===== src/rtl/fkd_pkg.sv =====
package fkd_pkg;
  // strobes from the control section to the datapath
  typedef struct packed {
    logic accept;   // a request is taken this cycle
    logic loadKey;  // the derived key must be captured
  } ctrlStrobe_t;
endpackage


===== src/rtl/fkd_ctrl.sv =====
module fkd_ctrl
  import fkd_pkg::*;
#(
  parameter int OFF_W = 19,
  parameter int CFG_W = 4
) (
  input  logic             clk,
  input  logic             rstN,
  input  logic             reqValid,
  input  logic [OFF_W-1:0] blkIdx,
  input  logic [CFG_W-1:0] tweakCfg,
  input  logic             codingSel,
  output ctrlStrobe_t      strobe
);
  logic [OFF_W-1:0] lastBlk;
  logic [CFG_W-1:0] lastCfg;
  logic             lastCode;
  logic             haveKey;
  logic             changed;

  always_comb begin
    changed = !haveKey || (blkIdx != lastBlk) || (tweakCfg != lastCfg) ||
              (codingSel != lastCode);
    strobe.accept  = reqValid;
    strobe.loadKey = reqValid && changed;
  end

  always_ff @(posedge clk or negedge rstN) begin
    if (!rstN) begin
      lastBlk  <= '0;
      lastCfg  <= '0;
      lastCode <= 1'b0;
      haveKey  <= 1'b0;
    end else if (strobe.loadKey) begin
      lastBlk  <= blkIdx;
      lastCfg  <= tweakCfg;
      lastCode <= codingSel;
      haveKey  <= 1'b1;
    end
  end
endmodule


===== src/rtl/fkd_datapath.sv =====
module fkd_datapath
  import fkd_pkg::*;
#(
  parameter int KEY_W      = 256,
  parameter int OFF_W      = 19,
  parameter int CFG_W      = 4,
  parameter int LEN_W      = 12,
  parameter int ALIGN_LSB  = 4,
  parameter int RED_W      = 192,
  parameter int EXT_LO     = 64,
  parameter int SEG1_LO    = 67,
  parameter int SEG2_LO    = 132,
  parameter int SEG3_LO    = 195,
  parameter int TAP_STRIDE = 1
) (
  input  logic                 clk,
  input  logic                 rstN,
  input  ctrlStrobe_t          strobe,
  input  logic [KEY_W-1:0]     fuseKey,
  input  logic                 codingSel,
  input  logic [CFG_W-1:0]     tweakCfg,
  input  logic [OFF_W-1:0]     blkIdx,
  input  logic [ALIGN_LSB-1:0] addrLow,
  input  logic                 reqWrite,
  input  logic [LEN_W-1:0]     reqLen,
  output logic [KEY_W-1:0]     keyOut,
  output logic                 keyValid,
  output logic                 aesDecrypt,
  output logic                 alignErr
);
  localparam int NBYTES  = KEY_W / 8;
  localparam int RBYTES  = RED_W / 8;
  localparam int EXT_W   = KEY_W - RED_W;

  logic [KEY_W-1:0] fullRev;
  logic [RED_W-1:0] redRev;
  logic [KEY_W-1:0] baseKey;
  logic [KEY_W-1:0] derived;
  logic             misaligned;

  always_comb begin
    for (int i = 0; i < NBYTES; i++)
      fullRev[8*i +: 8] = fuseKey[8*(NBYTES-1-i) +: 8];
    for (int i = 0; i < RBYTES; i++)
      redRev[8*i +: 8] = fuseKey[8*(RBYTES-1-i) +: 8];
    baseKey = codingSel ? {redRev[EXT_LO +: EXT_W], redRev} : fullRev;
  end

  // each key bit takes one offset bit, gated by its segment enable
  for (genvar k = 0; k < KEY_W; k++) begin : g_tweak
    localparam int SEG = (k < SEG1_LO) ? 0 : (k < SEG2_LO) ? 1 : (k < SEG3_LO) ? 2 : 3;
    localparam int TAP = (k * TAP_STRIDE) % OFF_W;
    assign derived[k] = baseKey[k] ^ (tweakCfg[SEG] & blkIdx[TAP]);
  end

  assign misaligned = (addrLow != '0) || (reqLen[ALIGN_LSB-1:0] != '0);

  always_ff @(posedge clk or negedge rstN) begin
    if (!rstN) begin
      keyOut     <= '0;
      keyValid   <= 1'b0;
      aesDecrypt <= 1'b0;
      alignErr   <= 1'b0;
    end else begin
      keyValid <= strobe.accept;
      if (strobe.loadKey) keyOut <= derived;
      if (strobe.accept) begin
        aesDecrypt <= reqWrite;
        alignErr   <= reqWrite && misaligned;
      end
    end
  end
endmodule


===== src/rtl/flash_key_deriver.sv =====
module flash_key_deriver
  import fkd_pkg::*;
#(
  parameter int KEY_W     = 256,
  parameter int ADDR_W    = 24,
  parameter int BLK_LSB   = 5,
  parameter int ALIGN_LSB = 4,
  parameter int CFG_W     = 4,
  parameter int LEN_W     = 12
) (
  input  logic              clk,
  input  logic              rstN,
  input  logic [KEY_W-1:0]  fuseKey,
  input  logic              codingSel,
  input  logic [CFG_W-1:0]  tweakCfg,
  input  logic              reqValid,
  input  logic [ADDR_W-1:0] reqAddr,
  input  logic              reqWrite,
  input  logic [LEN_W-1:0]  reqLen,
  output logic [KEY_W-1:0]  keyOut,
  output logic              keyValid,
  output logic              aesDecrypt,
  output logic              alignErr
);
  localparam int OFF_W = ADDR_W - BLK_LSB;

  ctrlStrobe_t      strobe;
  logic [OFF_W-1:0] blkIdx;
  logic             unusedAddrBits;

  assign blkIdx = reqAddr[ADDR_W-1:BLK_LSB];
  assign unusedAddrBits = ^reqAddr[BLK_LSB-1:ALIGN_LSB];

  fkd_ctrl #(.OFF_W(OFF_W), .CFG_W(CFG_W)) u_ctrl (
    .clk(clk), .rstN(rstN), .reqValid(reqValid), .blkIdx(blkIdx),
    .tweakCfg(tweakCfg), .codingSel(codingSel), .strobe(strobe)
  );

  fkd_datapath #(
    .KEY_W(KEY_W), .OFF_W(OFF_W), .CFG_W(CFG_W), .LEN_W(LEN_W), .ALIGN_LSB(ALIGN_LSB)
  ) u_dp (
    .clk(clk), .rstN(rstN), .strobe(strobe), .fuseKey(fuseKey), .codingSel(codingSel),
    .tweakCfg(tweakCfg), .blkIdx(blkIdx), .addrLow(reqAddr[ALIGN_LSB-1:0]),
    .reqWrite(reqWrite), .reqLen(reqLen), .keyOut(keyOut), .keyValid(keyValid),
    .aesDecrypt(aesDecrypt), .alignErr(alignErr)
  );
endmodule


===== config.mk =====
export PLATFORM = sky130hd
export DESIGN_NAME = flash_key_deriver
export DESIGN_NICKNAME = d
export VERILOG_FILES = /design/src/rtl/fkd_pkg.sv /design/src/rtl/fkd_ctrl.sv /design/src/rtl/fkd_datapath.sv /design/src/rtl/flash_key_deriver.sv
export SDC_FILE = /design/constraint.sdc
export NUM_CORES = 1
export LEC_CHECK = 0
export ABC_AREA = 1
export BUFFER_PORTS_ARGS = -buffer_cell sky130_fd_sc_hd__buf_4
export CAP_MARGIN = 30
export CORE_AREA = 2 2 219 221
export CTS_BUF_LIST = sky130_fd_sc_hd__clkbuf_4
export CTS_CLUSTER_SIZE = 30
export DETAILED_ROUTE_END_ITERATION = 12
export DIE_AREA = 0 0 221 223
export HOLD_SLACK_MARGIN = 0.08
export PLACE_DENSITY = 0.64
export SLEW_MARGIN = 20
export SYNTH_ARGS = -nofsm -noshare
export SYNTH_HDL_FRONTEND = slang
export SYNTH_HIERARCHICAL = 1
export SYNTH_SLANG_ARGS = --single-unit

===== constraint.sdc =====
create_clock -name clk -period 2.4 [get_ports clk]
set_input_delay 0.48 -clock clk [delete_from_list [all_inputs] [get_ports clk]]
set_output_delay 0.48 -clock clk [all_outputs]
set_load 0.1 [all_outputs]

==> results.py <==
metrics = {
    "timing": {
        "maxSlewViolCount": 0,
        "period_needed_ns": 2.38,
        "worst_slew_pin_slew_ns": 1.02,
        "setup_viol": 0,
        "fin_ws_ns": 0.0171,
        "max_slew_margin_pct": 32.3,
        "grt_setup_unrepaired": "true",
        "tns_ns": 0,
        "fin_crit_sh_pct": 99.3,
        "finClkSkew_ns": 0.0487,
        "fin_hold_ws_ns": 0.151,
        "max_freq_ghz": 0.420,
        "timing.final.hold_violations": 0,
    },
    "synth": {
        "synth-seq-cells": 284,
        "ys_top_cells_by_area": "dfrtp_1 (41%), nand2_1 (36%), nand3_1 (16%)",
        "synth_warnings": 6,
        "syn_area_um2": 17200,
        "yosys.area.top_type_share_pct": 41.2,
        "avgSynthCellArea_um2": 6.27,
        "synth_cell_types": 19,
        "syn_inst": 2749,
        "syn_nets": 3050,
        "yosysSeqAreaShare_pct": 41.2,
        "yosys.area.top_type": "dfrtp_1",
    },
    "routing": {
        "vias": 23400,
        "dr.pass1.iters": 6,
        "routedWlPerCell_um": 20.0,
        "drt_wl_total_mm": 89.1,
        "drt_iter0_drc": 2531,
        "drc_errors": 0,
        "antenna_left": 0,
        "vias_per_cell": 5.24,
    },
    "worst_setup_path": {
        "path_max_fanout": 25,
        "cp.arrival_ns": 3.07,
        "crit_type": "input port to flip-flop",
        "slowest_delay_ns": 0.56,
        "crit_top_cell": "nand2_1",
        "worst_path_max_delay_cell": "dlygate4sd3_1",
        "rr_startpoint": "u_ctrl/lastBlk[13]",
        "start_kind": "input port",
        "required_ns": 3.09,
        "startpoint": "reqAddr[7]",
        "end_kind": "flip-flop",
        "cp_cell_sequence": "dlygate4sd3_1, buf_4, inv_1, nand2_1, nand2_1, nor2_1, nand3_1, nor2_2, nand3_4, nand2_8, clkinv_16, buf_16, nand3_1, dlygate4sd3_1, nand2_1",
    },
    "die": {
        "die_x_um": 221,
        "dieHeight_um": 223,
        "core_area_um2": 47100,
        "dieArea_um2": 49300,
        "boundaryPins": 560,
        "initial_utilization_pct": 36.6,
        "rows": 80,
    },
    "cells_and_area": {
        "final_cell_mix": "nand2_1 (1652), buf_4 (578), nand3_1 (534), dlygate4sd3_1 (431), dfrtp_1 (284)",
        "n_fill_cell": 4375,
        "layout_commonest_cell": "nand2_1",
        "drive_above_1_share_pct": 19.6,
        "syn_to_final_growth_pct": 62.5,
        "nets": 4071,
    },
    "clocking": {
        "cts_root_buffer": "clkbuf_4",
        "cts_inserted_buffers": 87,
        "cts_tree": "built",
        "clock-sinks": 284,
        "cts_buffer_depth": 3,
        "clock_latency_ns": 0.82,
        "path_clk_slew_ns": 0.06,
        "cts.htree.levels": 3,
    },
    "placement": {
        "pre_cts_ws_ns": 0.104,
        "port_buffers": 550,
        "gp_congestion": 0.962,
        "dp_hpwl_mm": 62.7,
    },
    "pwr": {
        "power.density_nw_per_um2": 694,
        "p_total_mw": 19.4,
        "irDropWorstVdd_uv": 437,
        "leakage_nw": 15.8,
    },
    "job": {
        "drv_cap": 0,
    },
    "grt": {
        "grt_pass1_wl_mm": 130,
        "first_global_vias": 22200,
        "antenna_found_initial": 4,
        "track_usage_pct": 34.3,
        "grt_max_degree": 183,
        "grt_overflow_total": 0,
    },
    "worst_hold_path": {
        "min_path_type": "input port to flip-flop",
        "hold_path.startpoint": "fuseKey[106]",
    },
    "status": {
        "outcome": "completed",
    },
}
state kept, by name, summed over array words and instances (netlist names):
name             cells
u_dp/keyValid        1
u_ctrl/lastBlk      19
u_ctrl/haveKey       1
u_dp/keyOut        256
u_ctrl/lastCode      1
u_ctrl/lastCfg       4
u_dp/alignErr        1
u_dp/aesDecrypt      1
repair_timing:
item                                    4_1_cts  5_1_grt
endpoints found under the hold margin       402        1
endpoints found under the setup margin        0       74
resized for setup                             0       39
hold buffers                                445        3
buffers inserted                              0       12
worst paths after layout:
kind	slack (ns)	cells past startpoint	endpoint
worst max-delay path	0.02	15	u_dp/keyOut[24]
worst min-delay path	0.15	6	u_dp/keyOut[146]
worst max register to register	0.06	13	u_dp/keyOut[24]
worst min register to register	0.46	2	u_ctrl/haveKey
max in group asynchronous	1.36	3	u_dp/keyOut[188]
min in group asynchronous	0.24	2	u_dp/keyOut[97]
critical path: cells and delay by family:
family                 cells  cell delay, ns
and+or+nand+nor            9            0.91
buffers and inverters      6            1.64
stage by stage:
stage,std cells,cell area [µm²],utilization [%]
finish,4455,28000,59.4
global route,4455,28000,59.4
CTS,4433,27600,58.6
detailed placement,3832,22100,46.8
global placement,3832,22100,46.8
floorplan,2749,17200,-
per-layer routing:
layer / vias to the layer above / part of all wire, % / GRT usage (%)
met3: 211 / 10 / 8.24
met1: 11000 / 40 / 44.2
met4: 2 / 4.6 / 16.0
met5: - / 0.015 / 0
met2: 1420 / 45 / 54.4
li1: 10800 / - / -
cells in the mapped netlist, drive strengths merged:
cell and n:
buf 111, clkbuf 11, nand3 539, xor2 2, inv 118, mux2 1
dfrtp 284, o21ai 3, nand2 1653, nor2 24, a21oi 1, xnor2 2
area by class of cell:
| cell class | count | area [µm²] | area share (%) |
|---|---|---|---|
| Sequential cell | 284 | 7110 | 25.4 |
| Inverter | 118 | 484 | 1.73 |
| Tap cell | 615 | 769 | 2.75 |
| Antenna cell | 3 | 7.51 | 0.0268 |
| Multi-Input combinational cell | 2225 | 9110 | 32.6 |
| Clock buffer | 126 | 946 | 3.38 |
| Timing Repair inverter | 2 | 22.5 | 0.0804 |
| Timing Repair Buffer | 1052 | 9380 | 33.5 |
| Clock inverter | 30 | 171 | 0.612 |
cell families (layout without fill, tap and decap cells):
| kind of cell | after synthesis | in the layout | synth area share, % |
|---|---|---|---|
| DFF | 284 | 284 | 41.2 |
| xor gates and xnor gates | 4 | 4 | 0.203 |
| other | 0 | 3 | 0 |
| muxes | 1 | 1 | 0.0653 |
| AOI/OAI and AO/OA | 4 | 4 | 0.116 |
| buffers and inverters | 240 | 1328 | 6.12 |
| and+or+nand+nor | 2216 | 2216 | 52.3 |
power by group:
group          internal [mW]  switching, mW
clock network           2.62           2.42
logic                   2.32           6.34
registers               5.35          0.374
No activity file was read; power rests on OpenSTA's default activity.
